**config.mk**
```make
export PLATFORM = sky130hd
export DESIGN_NAME = uart_reg_bridge
export DESIGN_NICKNAME = d
export VERILOG_FILES = /design/src/rtl/urb_pkg.sv /design/src/rtl/urb_baud.sv /design/src/rtl/urb_rx.sv /design/src/rtl/urb_tx.sv /design/src/rtl/urb_frame.sv /design/src/rtl/uart_reg_bridge.sv
export SDC_FILE = /design/constraint.sdc
export NUM_CORES = 1
export LEC_CHECK = 0
export CORE_MARGIN = 5
export CORE_UTILIZATION = 56
export DETAILED_ROUTE_END_ITERATION = 10
export DONT_BUFFER_PORTS = 1
export PLACE_DENSITY = 0.71
export SETUP_SLACK_MARGIN = 0.5
export SLEW_MARGIN = 20
export SYNTH_ARGS = -nofsm -noshare
export SYNTH_HDL_FRONTEND = slang
export SYNTH_SLANG_ARGS = --single-unit
```
**constraint.sdc**
```tcl
create_clock -name clk_i -period 3.5 [get_ports clk_i]
set_clock_uncertainty 0.1 [all_clocks]
set_input_delay 0.35 -clock clk_i [delete_from_list [all_inputs] [get_ports clk_i]]
set_output_delay 0.35 -clock clk_i [all_outputs]
set_load 0.03 [all_outputs]
```
**src/rtl/urb_pkg.sv**
```systemverilog
package urb_pkg;
  localparam logic [7:0] SOF    = 8'h7E;
  localparam logic [7:0] ESC    = 8'h7D;
  localparam logic [7:0] XMASK  = 8'h20;
  localparam logic [7:0] CMD_RD = 8'h01;
  localparam logic [7:0] CMD_WR = 8'h02;
  localparam logic [7:0] ACKB   = 8'h00;

  typedef enum logic [2:0] {F_IDLE, F_CMD, F_ADDR, F_DATA, F_BUS, F_RESP} fstate_t;
  typedef enum logic [1:0] {R_IDLE, R_START, R_DATA, R_STOP} rstate_t;
endpackage

```
**src/rtl/urb_baud.sv**
```systemverilog
module urb_baud #(
  parameter int DIV = 27
) (
  input  logic clk_i,
  input  logic rst_ni,
  output logic tick_o
);
  localparam int CW = (DIV > 1) ? $clog2(DIV) : 1;
  localparam logic [CW-1:0] LAST = CW'(DIV - 1);

  logic [CW-1:0] cnt;

  always_ff @(posedge clk_i or negedge rst_ni) begin
    if (!rst_ni)           cnt <= '0;
    else if (cnt == LAST)  cnt <= '0;
    else                   cnt <= cnt + 1'b1;
  end

  assign tick_o = (cnt == LAST);
endmodule

```
**src/rtl/urb_rx.sv**
```systemverilog
module urb_rx
  import urb_pkg::*;
(
  input  logic       clk_i,
  input  logic       rst_ni,
  input  logic       tick_i,
  input  logic       rx_i,
  output logic       valid_o,
  output logic [7:0] data_o
);
  logic    s1, s2, prev;
  rstate_t st;
  logic [3:0] tcnt;
  logic [2:0] bcnt;
  logic [7:0] sh;

  always_ff @(posedge clk_i or negedge rst_ni) begin
    if (!rst_ni) begin
      s1 <= 1'b1; s2 <= 1'b1; prev <= 1'b1;
      st <= R_IDLE; tcnt <= '0; bcnt <= '0; sh <= '0;
      valid_o <= 1'b0; data_o <= '0;
    end else begin
      s1 <= rx_i; s2 <= s1; prev <= s2;
      valid_o <= 1'b0;
      case (st)
        R_IDLE: if (prev && !s2) begin st <= R_START; tcnt <= '0; end
        R_START: if (tick_i) begin
          if (tcnt == 4'd7) begin
            tcnt <= '0; bcnt <= '0;
            st <= s2 ? R_IDLE : R_DATA;  // glitch rejection at mid start bit
          end else tcnt <= tcnt + 1'b1;
        end
        R_DATA: if (tick_i) begin
          if (tcnt == 4'd15) begin
            tcnt <= '0;
            sh   <= {s2, sh[7:1]};
            if (bcnt == 3'd7) st <= R_STOP;
            bcnt <= bcnt + 1'b1;
          end else tcnt <= tcnt + 1'b1;
        end
        R_STOP: if (tick_i) begin
          if (tcnt == 4'd15) begin
            tcnt    <= '0;
            valid_o <= s2;  // low stop bit: drop byte
            data_o  <= sh;
            st      <= R_IDLE;
          end else tcnt <= tcnt + 1'b1;
        end
        default: st <= R_IDLE;
      endcase
    end
  end


  rx_single_chk: assert property (@(posedge clk_i) disable iff (!rst_ni)
    valid_o |=> !valid_o);
endmodule

```
**src/rtl/urb_tx.sv**
```systemverilog
module urb_tx (
  input  logic       clk_i,
  input  logic       rst_ni,
  input  logic       tick_i,
  input  logic       valid_i,
  input  logic [7:0] data_i,
  output logic       ready_o,
  output logic       tx_o
);
  logic       busy;
  logic [9:0] sh;
  logic [3:0] tcnt;
  logic [3:0] bcnt;

  always_ff @(posedge clk_i or negedge rst_ni) begin
    if (!rst_ni) begin
      busy <= 1'b0; sh <= '1; tcnt <= '0; bcnt <= '0;
    end else if (!busy) begin
      if (valid_i) begin
        sh <= {1'b1, data_i, 1'b0};
        busy <= 1'b1; tcnt <= '0; bcnt <= '0;
      end
    end else if (tick_i) begin
      if (tcnt == 4'd15) begin
        tcnt <= '0;
        sh   <= {1'b1, sh[9:1]};
        if (bcnt == 4'd9) busy <= 1'b0;
        else              bcnt <= bcnt + 1'b1;
      end else tcnt <= tcnt + 1'b1;
    end
  end

  assign ready_o = !busy;
  assign tx_o    = busy ? sh[0] : 1'b1;


  tx_start_chk: assert property (@(posedge clk_i) disable iff (!rst_ni)
    valid_i && ready_o |=> !tx_o);
endmodule

```
**src/rtl/urb_frame.sv**
```systemverilog
module urb_frame
  import urb_pkg::*;
#(
  parameter int ADDR_W = 16,
  parameter int DATA_W = 32
) (
  input  logic              clk_i,
  input  logic              rst_ni,
  input  logic              rx_valid_i,
  input  logic [7:0]        rx_data_i,
  input  logic              tx_ready_i,
  output logic              tx_valid_o,
  output logic [7:0]        tx_data_o,
  output logic              reg_req_o,
  output logic              reg_we_o,
  output logic [ADDR_W-1:0] reg_addr_o,
  output logic [DATA_W-1:0] reg_wdata_o,
  input  logic              reg_ack_i,
  input  logic [DATA_W-1:0] reg_rdata_i
);
  localparam int AB = ADDR_W / 8;
  localparam int DB = DATA_W / 8;
  localparam int CW = $clog2((AB > DB ? AB : DB) + 1);
  localparam int IW = $clog2(DB + 2);
  localparam logic [CW-1:0] A_LAST = CW'(AB - 1);
  localparam logic [CW-1:0] D_LAST = CW'(DB - 1);
  localparam logic [IW-1:0] RD_LAST = IW'(DB + 1);
  localparam logic [IW-1:0] WR_LAST = IW'(2);

  fstate_t           st;
  logic              esc;
  logic [CW-1:0]     cnt;
  logic [7:0]        cmd;
  logic [ADDR_W-1:0] addr;
  logic [DATA_W-1:0] data;
  logic [IW-1:0]     ridx;
  logic              r_esc;

  logic [7:0] val, cur;
  logic       need_esc, last;

  assign val = esc ? (rx_data_i ^ XMASK) : rx_data_i;

  always_comb begin
    if (ridx == '0)                cur = SOF;
    else if (ridx == IW'(1))       cur = cmd;
    else if (cmd == CMD_RD)        cur = data[DATA_W-1 -: 8];
    else                           cur = ACKB;
    need_esc  = (ridx != '0) && (cur == SOF || cur == ESC);
    last      = (ridx == ((cmd == CMD_RD) ? RD_LAST : WR_LAST));
    tx_data_o = r_esc ? (cur ^ XMASK) : (need_esc ? ESC : cur);
  end

  assign tx_valid_o  = (st == F_RESP);
  assign reg_req_o   = (st == F_BUS);
  assign reg_we_o    = (cmd == CMD_WR);
  assign reg_addr_o  = addr;
  assign reg_wdata_o = data;

  always_ff @(posedge clk_i or negedge rst_ni) begin
    if (!rst_ni) begin
      st <= F_IDLE; esc <= 1'b0; cnt <= '0; cmd <= '0;
      addr <= '0; data <= '0; ridx <= '0; r_esc <= 1'b0;
    end else begin
      case (st)
        F_BUS: if (reg_ack_i) begin
          data <= reg_rdata_i; st <= F_RESP; ridx <= '0; r_esc <= 1'b0;
        end
        F_RESP: if (tx_ready_i) begin
          if (need_esc && !r_esc) r_esc <= 1'b1;
          else begin
            r_esc <= 1'b0;
            if (ridx >= IW'(2)) data <= data << 8;
            if (last) st <= F_IDLE;
            else      ridx <= ridx + 1'b1;
          end
        end
        default: if (rx_valid_i) begin
          if (rx_data_i == SOF) begin  // always restarts a frame
            st <= F_CMD; esc <= 1'b0; cnt <= '0;
          end else if (rx_data_i == ESC) begin
            esc <= 1'b1;
          end else begin
            esc <= 1'b0;
            case (st)
              F_CMD: begin
                cnt <= '0;
                if (val == CMD_RD || val == CMD_WR) begin cmd <= val; st <= F_ADDR; end
                else st <= F_IDLE;
              end
              F_ADDR: begin
                addr <= {addr[ADDR_W-9:0], val};
                cnt  <= cnt + 1'b1;
                if (cnt == A_LAST) begin
                  cnt <= '0;
                  st  <= (cmd == CMD_WR) ? F_DATA : F_BUS;
                end
              end
              F_DATA: begin
                data <= {data[DATA_W-9:0], val};
                cnt  <= cnt + 1'b1;
                if (cnt == D_LAST) st <= F_BUS;
              end
              default: ;
            endcase
          end
        end
      endcase
    end
  end


  req_hold_chk: assert property (@(posedge clk_i) disable iff (!rst_ni)
    reg_req_o && !reg_ack_i |=> reg_req_o && $stable(reg_addr_o)
                                && $stable(reg_wdata_o) && $stable(reg_we_o));

  tx_order_chk: assert property (@(posedge clk_i) disable iff (!rst_ni)
    reg_req_o |-> !tx_valid_o);

  cmd_known_chk: assert property (@(posedge clk_i) disable iff (!rst_ni)
    reg_req_o |-> (cmd == CMD_RD || cmd == CMD_WR));
endmodule

```
**src/rtl/uart_reg_bridge.sv**
```systemverilog
module uart_reg_bridge #(
  parameter int CLK_HZ = 50_000_000,
  parameter int BAUD   = 115_200,
  parameter int ADDR_W = 16,
  parameter int DATA_W = 32
) (
  input  logic              clk_i,
  input  logic              rst_ni,
  input  logic              rx_i,
  output logic              tx_o,
  output logic              reg_req_o,
  output logic              reg_we_o,
  output logic [ADDR_W-1:0] reg_addr_o,
  output logic [DATA_W-1:0] reg_wdata_o,
  input  logic              reg_ack_i,
  input  logic [DATA_W-1:0] reg_rdata_i
);
  localparam int DIV_RAW = CLK_HZ / (BAUD * 16);
  localparam int DIV     = (DIV_RAW < 1) ? 1 : DIV_RAW;

  logic       tick, rx_valid, tx_valid, tx_ready;
  logic [7:0] rx_data, tx_data;

  urb_baud #(.DIV(DIV)) u_baud (.clk_i, .rst_ni, .tick_o(tick));

  urb_rx u_rx (
    .clk_i, .rst_ni, .tick_i(tick), .rx_i,
    .valid_o(rx_valid), .data_o(rx_data)
  );

  urb_tx u_tx (
    .clk_i, .rst_ni, .tick_i(tick), .valid_i(tx_valid),
    .data_i(tx_data), .ready_o(tx_ready), .tx_o
  );

  urb_frame #(.ADDR_W(ADDR_W), .DATA_W(DATA_W)) u_frame (
    .clk_i, .rst_ni,
    .rx_valid_i(rx_valid), .rx_data_i(rx_data),
    .tx_ready_i(tx_ready), .tx_valid_o(tx_valid), .tx_data_o(tx_data),
    .reg_req_o, .reg_we_o, .reg_addr_o, .reg_wdata_o,
    .reg_ack_i, .reg_rdata_i
  );
endmodule

```
Word-level counts from Yosys, hierarchy flattened:

Cells that the tools add are included.

* register bits: 120
* bits of input ports: 36
* output and inout bits: 51
* word-level logic and storage cells: 207

* add/sub/neg operators: 7
* $lt $le $gt $ge: 1
* equality and inequality tests: 50
* mux-type cells: 87
* bitwise logic cells: 5
* reduce and logical (&&, ||, !) cells: 35

Operator list (number)
* $mux 32: 8
* $mux 3: 22
* $pmux 32 s2: 1
* $mux 4: 13
* $mux 10: 4
* $mux 8: 5
* $eq 8x7->1 const B: 4
* $mux 2: 10
* $ne 2x1->1 const B: 10
* $ne 2x2->1 const B: 9
* $pmux 3 s2: 3
* $pmux 3 s3: 2
* $eq 8x1->1 const B: 2
* $eq 8x2->1 const B: 2
* $reduce_and 8->1: 2
* $reduce_and 3->1: 5
* $reduce_and 5->1: 3
* $mux 1: 14
* $add 4x1->4 const B: 3
* $eq 4x4->1 const B: 3
* $pmux 4 s3: 1
* $ne 5x3->1 const B: 2
* $add 3x1->3 const B: 3
* $eq 3x1->1 const B: 3
* 30 further kinds: 51

Depth between registers and ports, before layout:

Gate-level depths: netlist of run 1.

* depth in word-level cells: 11
* mapped depth: 13
* mapped depth without buffers: 9

By module:

From an unflattened synthesis of run 1, not the netlist that was laid out.

* cells, all modules: 577
* area, all modules: 6377.4 µm²

By module, submodules not included
* urb_frame: instances 1, cells each 355, area an instance 3843.7 µm², seq. area each 1676.6 µm²
* urb_rx: instances 1, cells each 105, area an instance 1320.0 µm², seq. area each 729.4 µm²
* urb_tx: instances 1, cells each 93, area an instance 947.2 µm², seq. area each 461.7 µm²
* urb_baud: instances 1, cells each 24, area an instance 266.5 µm², seq. area each 125.1 µm²

Least setup slack after synthesis of run 1:

OpenSTA, ideal clock, no wires.

* path type: register -> register
* start: register u_frame.cmd[3]
* end: register u_frame.data[10] (netlist: u_frame.reg_wdata_o[10])
* library setup time: 125 ps
* arrival: 3155 ps
* required time: 3275 ps
* setup slack: 121 ps
* cell stages (with the launch flop): 10
* path buffers: 2
* period minus slack after synthesis: 3379 ps
* cells stage by stage: dfrtp_1 -> or4_4 -> nor4_4 -> o21ai_0 -> or4_1 -> or3_1 -> buf_4 -> a31oi_4 -> buf_6 -> mux2_2

* word-level cells in the longest chain between the ends: 10
* elaborated cells on any way between the ends: 11
* classes of those cells: 4 x eq/ne; 3 x mux; 4 x reduce/logical

Ends and longest elaborated chain
* start, declared: RTL line urb_frame.sv:33 `logic [7:0] cmd;`
* start signal, assigned: RTL line urb_frame.sv:62 `st <= F_IDLE; esc <= 1'b0; cnt <= '0; cmd <= '0;`
* start signal, assigned: RTL line urb_frame.sv:88 `if (val == CMD_RD || val == CMD_WR) begin cmd <= val; st <= F_ADDR; end`
* $eq 8x1->1: RTL line urb_frame.sv:47 `else if (cmd == CMD_RD) cur = data[DATA_W-1 -: 8];`
* $mux 8: RTL line urb_frame.sv:47
* $mux 8 (*): RTL line urb_frame.sv:46 `else if (ridx == IW'(1)) cur = cmd;`
* $mux 8 (*): RTL line urb_frame.sv:45 `if (ridx == '0) cur = SOF;`
* $eq 8x7->1: RTL line urb_frame.sv:49 `need_esc = (ridx != '0) && (cur == SOF || cur == ESC);`
* $logic_or 1x1->1 (*): RTL line urb_frame.sv:49
* $logic_and 1x1->1 (*): RTL line urb_frame.sv:49
* $logic_and 1x1->1 (*): RTL line urb_frame.sv:70 `if (need_esc && !r_esc) r_esc <= 1'b1;`
* $ne 2x2->1 (no line) (*)
* $reduce_and 8->1 (no line) (*)
* end signal, assigned: RTL line urb_frame.sv:73 `if (ridx >= IW'(2)) data <= data << 8;`
* end signal, assigned: RTL line urb_frame.sv:100 `data <= {data[DATA_W-9:0], val};`
* end, declared: RTL line urb_frame.sv:35 `logic [DATA_W-1:0] data;`

Every way passes the cells marked *; elsewhere a longest branch is shown, timed or not.
A chain may end at the register's enable or synchronous reset.

Worst setup path in the final report of run 1:

* start: register u_frame.cmd[2]
* end: register u_frame.data[22] (netlist: u_frame.reg_wdata_o[22])

Same word-level chain as after synthesis.

==> results.md, run 1 <==
* Outcome: finished with violations
* Failing checks: negative hold slack
* XOR/XNOR share of the synthesized area at 1.61%
* Bufs on Longest Clock Path at 2
* Yosys warnings at 0
* Seq/Total Area, Yosys at 49.9%
* # Max-Cap Violations at 0
* Syn nets at about 600
* Die Ht at ~110 um
* CTS buffer count at 17
* Crit end category: register
* Drt initial violations at 353
* Syn Inst Count at 548
* Fin. Hold Viols at around 120
* Power per cell area at 423 mW/mm^2
* # H-tree levels at 4
* Adder-cell share of the synthesized area at under 10%
* Routed len/inst at 20.0 um
* Kind of critical path: reg -> reg
* Mean post-synth cell area at 10.9 um^2
* Hold Path Class: in -> async
* Max Fclk at between 200 and 300 MHz
* Worst-skew pair later-pin latency at approximately 520 ps
* Final TNS setup at 0 ps
* CTS tree: built
* DRC at 0
* Vias at 4476
* First-pass GRT wire length at 23.0 mm
* Hold_ws at -559 ps
* Slew Limit Headroom at about 46%
* Port bufs at 0
* Simple-gate area share of the yosys netlist at 13.5%
* Die ar. at 0.0129 mm^2
* Post-synth cell types at 53
* Final ANT Viol Nets at 0
* EDFF count, synth at 0
* Row cnt at 37
* Vias in the first global route at 4380
* Leakage at roughly 3.2 nW
* Mux share of post-synthesis cell area at 17.0%
* Gr usage total at 22.3%
* Clock-pin slew on the worst setup and hold paths at 60 ps
* Compound-gate portion of the synthesized area at between 10% and 20%
* DIE WIDTH at 114 um
* Synthesized area at 0.00600 mm^2
* Gpl congestion at 0.853
* Fin crit share at 95.4%
* Async S/R FF share, synth at 100%
* Crit path time final at approximately 3300 ps
* Clock sinks at 119
* Drt total wl at 14.5 mm
* Fin. max-slew vios at 0
* Final-report setup violation count at 0
* Final HPWL DP at 9.04 mm
* Final core utilization at 68.8%
* Worst vdd ir at 0.430 mV
* Initial Utilization at 57.9%
* Seq cells post-synth at 119
* Crit path launch type: register
* Synth-to-Final Area Change at 18.9%
* Via/cell ratio at 6.19
* Share of layout cells above drive strength 1 at 28.5%
* Final worst slack at 161 ps
* Core area at 0.0104 mm^2
* Tightest Pin Transition at 811 ps
* Post-layout nets at 624
* Largest family of logic cells by synthesized area: multiplexers
* Drt pass-1 iters at 7
* Synth Flop Type: dfrtp_1
* RSZ-0062 raised after global routing: yes
* Critical Path RT at 3800 ps
* Worst Path Max Fanout at 8
* Boundary Pins at 87
* CTS Root Cell: clkbuf_8
* Arrival @ worst endpoint at 3640 ps
* Initial antenna violation count at 1
* Commonest non-fill, non-tap cell in the layout: dfrtp_1
* Grt ovf at 0
* Largest net degree at the start of global routing at 120
* Worst slack, placed at 185 ps
* Commonest non-fill, non-tap cells in the layout: dfrtp_1, mux2_2, nand2_1, o21ai_0, nor2_1
[logic make-up after synthesis]
kind of cell,count (synthesis)
buffers and inverters,40
AO/OA/AOI/OAI,112
adder cells (fa/ha/maj),15
AND/OR/NAND/NOR,160
XOR/XNOR,11
multiplexers,91
flip-flops,119
[power by group]
group | internal, W | switching (W)
sequential | 0.00139 | 0.0000115
combinational | 0.0000213 | 0.0000138
clock | 0.000977 | 0.000609
total | 0.00239 | 0.000635
[synthesized netlist by cell type, types with 9 or more instances]
cell type  instances  area share, %
nand3_1           15            1.3
mux2_1            13            2.4
nand2_1           46            2.9
dfrtp_1          107             45
a21oi_1           21            1.8
nor3_1            16            1.3
nand2b_1           9           0.94
o21ai_0           39            3.3
mux2_2            76             14
dfstp_2           12            5.3
ha_1              15            3.1
nor2_1            31            1.9
nor2b_1           11            1.1
clkbuf_1          22            1.4
a31oi_1           12            1.3
inv_1             14           0.88
[per-layer routing]
| layer | global-route usage (%) | part of all wire, % | wire length (um) | vias up |
|---|---|---|---|---|
| met5 | 0 | 0 | 0 | - |
| li1 | - | - | - | 2038 |
| met2 | 36.3 | 51 | 7430 | 163 |
| met3 | 5.89 | 5.6 | 811 | 36 |
| met1 | 29.2 | 41 | 5910 | 2239 |
| met4 | 7.05 | 2.3 | 331 | 0 |
[what timing repair did]
item / 4_1_cts / 5_1_grt
pin swaps: 1 / 0
cloned: 2 / 1
gates resized for setup: 16 / 30
setup endpoints to repair: 36 / 37
buffers inserted: 4 / 1
hold buffers: 14 / 1
hold endpoints to repair: 133 / 120
[critical path, stage by stage (launching register included)]
cell and delay, ps:
dfrtp_1 430, or4_4 560, nor4_4 290, o21ai_2 100, or4_1 560, or3_4 370
a31oi_4 170, buf_6 170, buf_16 140, mux2_2 330
[stage by stage]
stage                     area, um^2  std cells  total power (W)
after CTS                       6960        719          0.00304
final                           7130        723          0.00302
after global routing            7130        723          0.00313
after floorplan                 6000        548          0.00144
after detailed placement        6130        667          0.00144
after global placement          6130        667          0.00144
[worst paths after layout]
kind | from | to | slack (ps) | cells after the start
setup / recovery | u_frame.cmd[2] | u_frame.reg_wdata_o[22] | 160 | 9
hold / removal | rst_ni | u_tx.bcnt[2] | -560 | 0
setup reg to reg | u_frame.cmd[2] | u_frame.reg_wdata_o[22] | 160 | 9
hold reg to reg | u_rx.s1 | u_rx.s2 | 260 | 0
max in group asynchronous | rst_ni | u_rx.prev | 3550 | 0
min in group clk_i | reg_rdata_i[31] | u_frame.reg_wdata_o[31] | 20 | 2
[area by class of cell]
| cell class | instances | area [um^2] |
|---|---|---|
| antenna | 1 | 2.50 |
| tap | 136 | 170 |
| fill | 762 | 3240 |
| clock inverter | 11 | 101 |
| clock buffer | 21 | 449 |
| sequential | 119 | 2990 |
| timing repair buffer | 32 | 355 |
| multi-input combinational | 389 | 3010 |
| inverter | 14 | 52.6 |
[sequential cells by signal, summed over array words and instances (netlist names), 3 cells and up, named ones only]
name and cells:
u_frame.reg_addr_o 16, u_frame.st 3, u_rx.tcnt 4, u_frame.cmd 8
u_frame.reg_wdata_o 32, u_baud.cnt 5, u_frame.ridx 3, u_rx.sh 8
u_rx.bcnt 3, u_tx.sh 9, u_frame.cnt 3, u_tx.tcnt 4
u_tx.bcnt 4, u_rx.data_o 8
Power figures use the tool's default switching activity.
==> run 2, diff against run 1 <==
==> constraint.sdc (replaced) <==
create_clock -name clk_i -period 3.5 [get_ports clk_i]
set_clock_uncertainty 0.1 [all_clocks]
set_input_delay 0.525 -clock clk_i [delete_from_list [all_inputs] [get_ports clk_i]]
set_output_delay 0.525 -clock clk_i [all_outputs]
set_load 0.03 [all_outputs]
==> results.md, run 2 (synthesis results as in run 1) <==
* Final-report setup violation count at 0 (unchanged)
* Core area at 0.0104 mm^2 (unchanged)
* Row cnt at 37 (unchanged)
* Boundary Pins at 87 (unchanged)
* Max reg flops at 32 (unchanged)
* Fin. Hold Viols at 119 (unchanged)
* Gr usage total at 21.8% (-0.45 points)
* Top Usage Layer GRT: met2
* Seq pwr share at 46.5% (+0.2 points)
* CTS Root Cell: clkbuf_8
* Die Ht at 114 um (unchanged)
* Switching Fraction at 21.0% (about the same)
* Worst vdd ir at 0.369 mV (-14%)
* Share of layout cells above drive strength 1 at 29.4% (+0.94 points)
* Bufs on Longest Clock Path at 2 (unchanged)
* Switch Pwr at 0.000632 W (-0.41%)
* Vias at 4376 (-2.2%)
* Critical Path RT at 3800 ps (about the same)
* Comb power frac at 0.7% (-0.5 points)
* Initial Utilization at 57.9% (unchanged)
* Clock sinks at 119 (unchanged)
* Hold Path Class: in -> async
* Die ar. at 0.0129 mm^2 (unchanged)
* Max Fclk at 300 MHz (+0.29%)
* Final HPWL DP at 9.04 mm (unchanged)
* M1 GR Usage at 28.8% (-0.47 points)
* Clock-pin slew on the worst setup and hold paths at 60 ps (about the same)
* Outcome: finished with violations
* Slew Limit Headroom at 48.0% (+2.1 points)
* CTS tree: built
* Final TNS setup at 0 ps (unchanged)
* Tightest Pin Transition at 780 ps (-31.1 ps)
* Commonest non-fill, non-tap cell in the layout: dfrtp_1
* Vias in the first global route at 4376 (-0.091%)
* Initial antenna violation count at 0 (-1)
* Hold_ws at -385 ps (+175 ps)
* Clock share of power at 52.8% (+0.3 points)
* Leakage at 3.16 nW (-1.7%)
* First-pass GRT wire length at 22.6 mm (-1.7%)
* Via/cell ratio at 6.16 (-0.44%)
* Failing checks: negative hold slack
* Grt ovf at 0 (unchanged)
* Drt initial violations at 336 (-4.8%)
* Drt pass-1 iters at 5 (-2)
* Cts hold-fix bufs at 1 (-13)
* Power per cell area at 430 mW/mm^2 (+1.5%)
* Met2 global-route usage at 35.3% (-0.94 points)
* Global-route track usage on met3 at 5.46% (-0.42 points)
* Kind of critical path: reg -> reg
* Gpl congestion at 0.853 (unchanged)
* Internal cell power at 0.00238 W (-0.43%)
* Arrival @ worst endpoint at 3630 ps (about the same)
* Commonest non-fill, non-tap cells in the layout: dfrtp_1, mux2_2, nand2_1, o21ai_0, nor2_1
* Crit path time final at 3330 ps (-9.51 ps)
* Fin crit share at 95.1% (-0.27 points)
* CTS buffer count at 17 (unchanged)
* Placed cell area at 0.00613 mm^2 (unchanged)
* DRC at 0 (unchanged)
* RSZ-0062 raised after global routing: yes
* Largest net degree at the start of global routing at 120 (unchanged)
* DIE WIDTH at 114 um (unchanged)
* Filler instances at 778 (+2.1%)
* Final ANT Viol Nets at 0 (unchanged)
* Post-layout nets at 612 (-1.9%)
* Fin. max-slew vios at 0 (unchanged)
* # H-tree levels at 4 (unchanged)
* Port bufs at 0 (unchanged)
* Design Power at 0.00301 W (-0.43%)
* # diodes at 0 (-1)
* Design Area, Final at 0.00700 mm^2 (-1.9%)
* Routed len/inst at 19.7 um (-1.5%)
* Worst Path Max Fanout at 8 (unchanged)
* Crit path launch type: register
* Drt total wl at 14.0 mm (-3.3%)
* # Max-Cap Violations at 0 (unchanged)
* Crit end category: register
* Worst-skew pair later-pin latency at 520 ps (about the same)
* Reg2Reg Depth at 9 (unchanged)
* Synth-to-Final Area Change at 16.6%
-- run 2: cell count changes in the layout (fill, tap and decap cells not counted) --
cell / delta
dlygate4sd3_1: -14
buf_4: +2
mux2_2: +2
mux2_4: -2
diode_2: -1
-- run 2: per-layer routing --
metal  share of wire [%]  vias up  wire [um]
met3                 5.0       33        702
met1                  42     2197       5950
met2                  51      133       7090
met5                   0        -          0
li1                    -     2013          -
met4                 1.9        0        265
-- run 2: layout make-up --
type                            instances  area (um^2)  area share [%]
Inverter                               14         52.6           0.751
Sequential cell                       119         2990            42.8
Multi-Input combinational cell        389         3000            42.9
Clock buffer                           21          449            6.42
Tap cell                              136          170            2.43
Clock inverter                         11          101            1.45
Timing Repair Buffer                   20          230            3.29
-- run 2: path summary, 6_finish.rpt --
check,from,to,slack (ps)
worst max-delay path,u_frame.cmd[2],u_frame.reg_wdata_o[12],170
worst min-delay path,rst_ni,u_tx.bcnt[2],-380
worst max register to register,u_frame.cmd[2],u_frame.reg_wdata_o[12],170
worst min register to register,u_rx.s1,u_rx.s2,260
max in group asynchronous,rst_ni,u_rx.prev,3370
min in group clk_i,reg_rdata_i[10],u_frame.reg_wdata_o[10],180
-- run 2: critical path: stages, from the launching register on --
cell     delay, ps
dfrtp_1        430
or4_4          550
nor4_4         290
o21ai_2        100
or4_1          550
or3_4          370
a31oi_4        170
buf_6          170
buf_16         140
mux2_2         330
-- run 2: power groups by stage --
stage               sequential (W)  combinational [W]  clock, W
finish                     0.00140          0.0000216   0.00159
floorplan                  0.00142          0.0000211         0
global placement           0.00142          0.0000184         0
detailed placement         0.00142          0.0000210         0
global route               0.00140          0.0000244   0.00169
CTS                        0.00140          0.0000219   0.00161
-- run 2: timing repair --
item                                   CTS  global route
endpoints found under the hold margin  120           119
gates cloned                             2             1
resized for setup                       16            28
setup buffers                            4             3
setup endpoints to repair               36            37
pin swaps                                1             0
-- run 2: per-stage QoR --
step	util (%)	worst slack, ps	cells	hold slack, ps
global route	67.5	57.6	710	-418
detailed placement	59.2	185	667	136
global placement	59.2	308	667	136
CTS	65.9	281	706	-415
floorplan	-	269	548	129
finish	67.5	170	710	-385
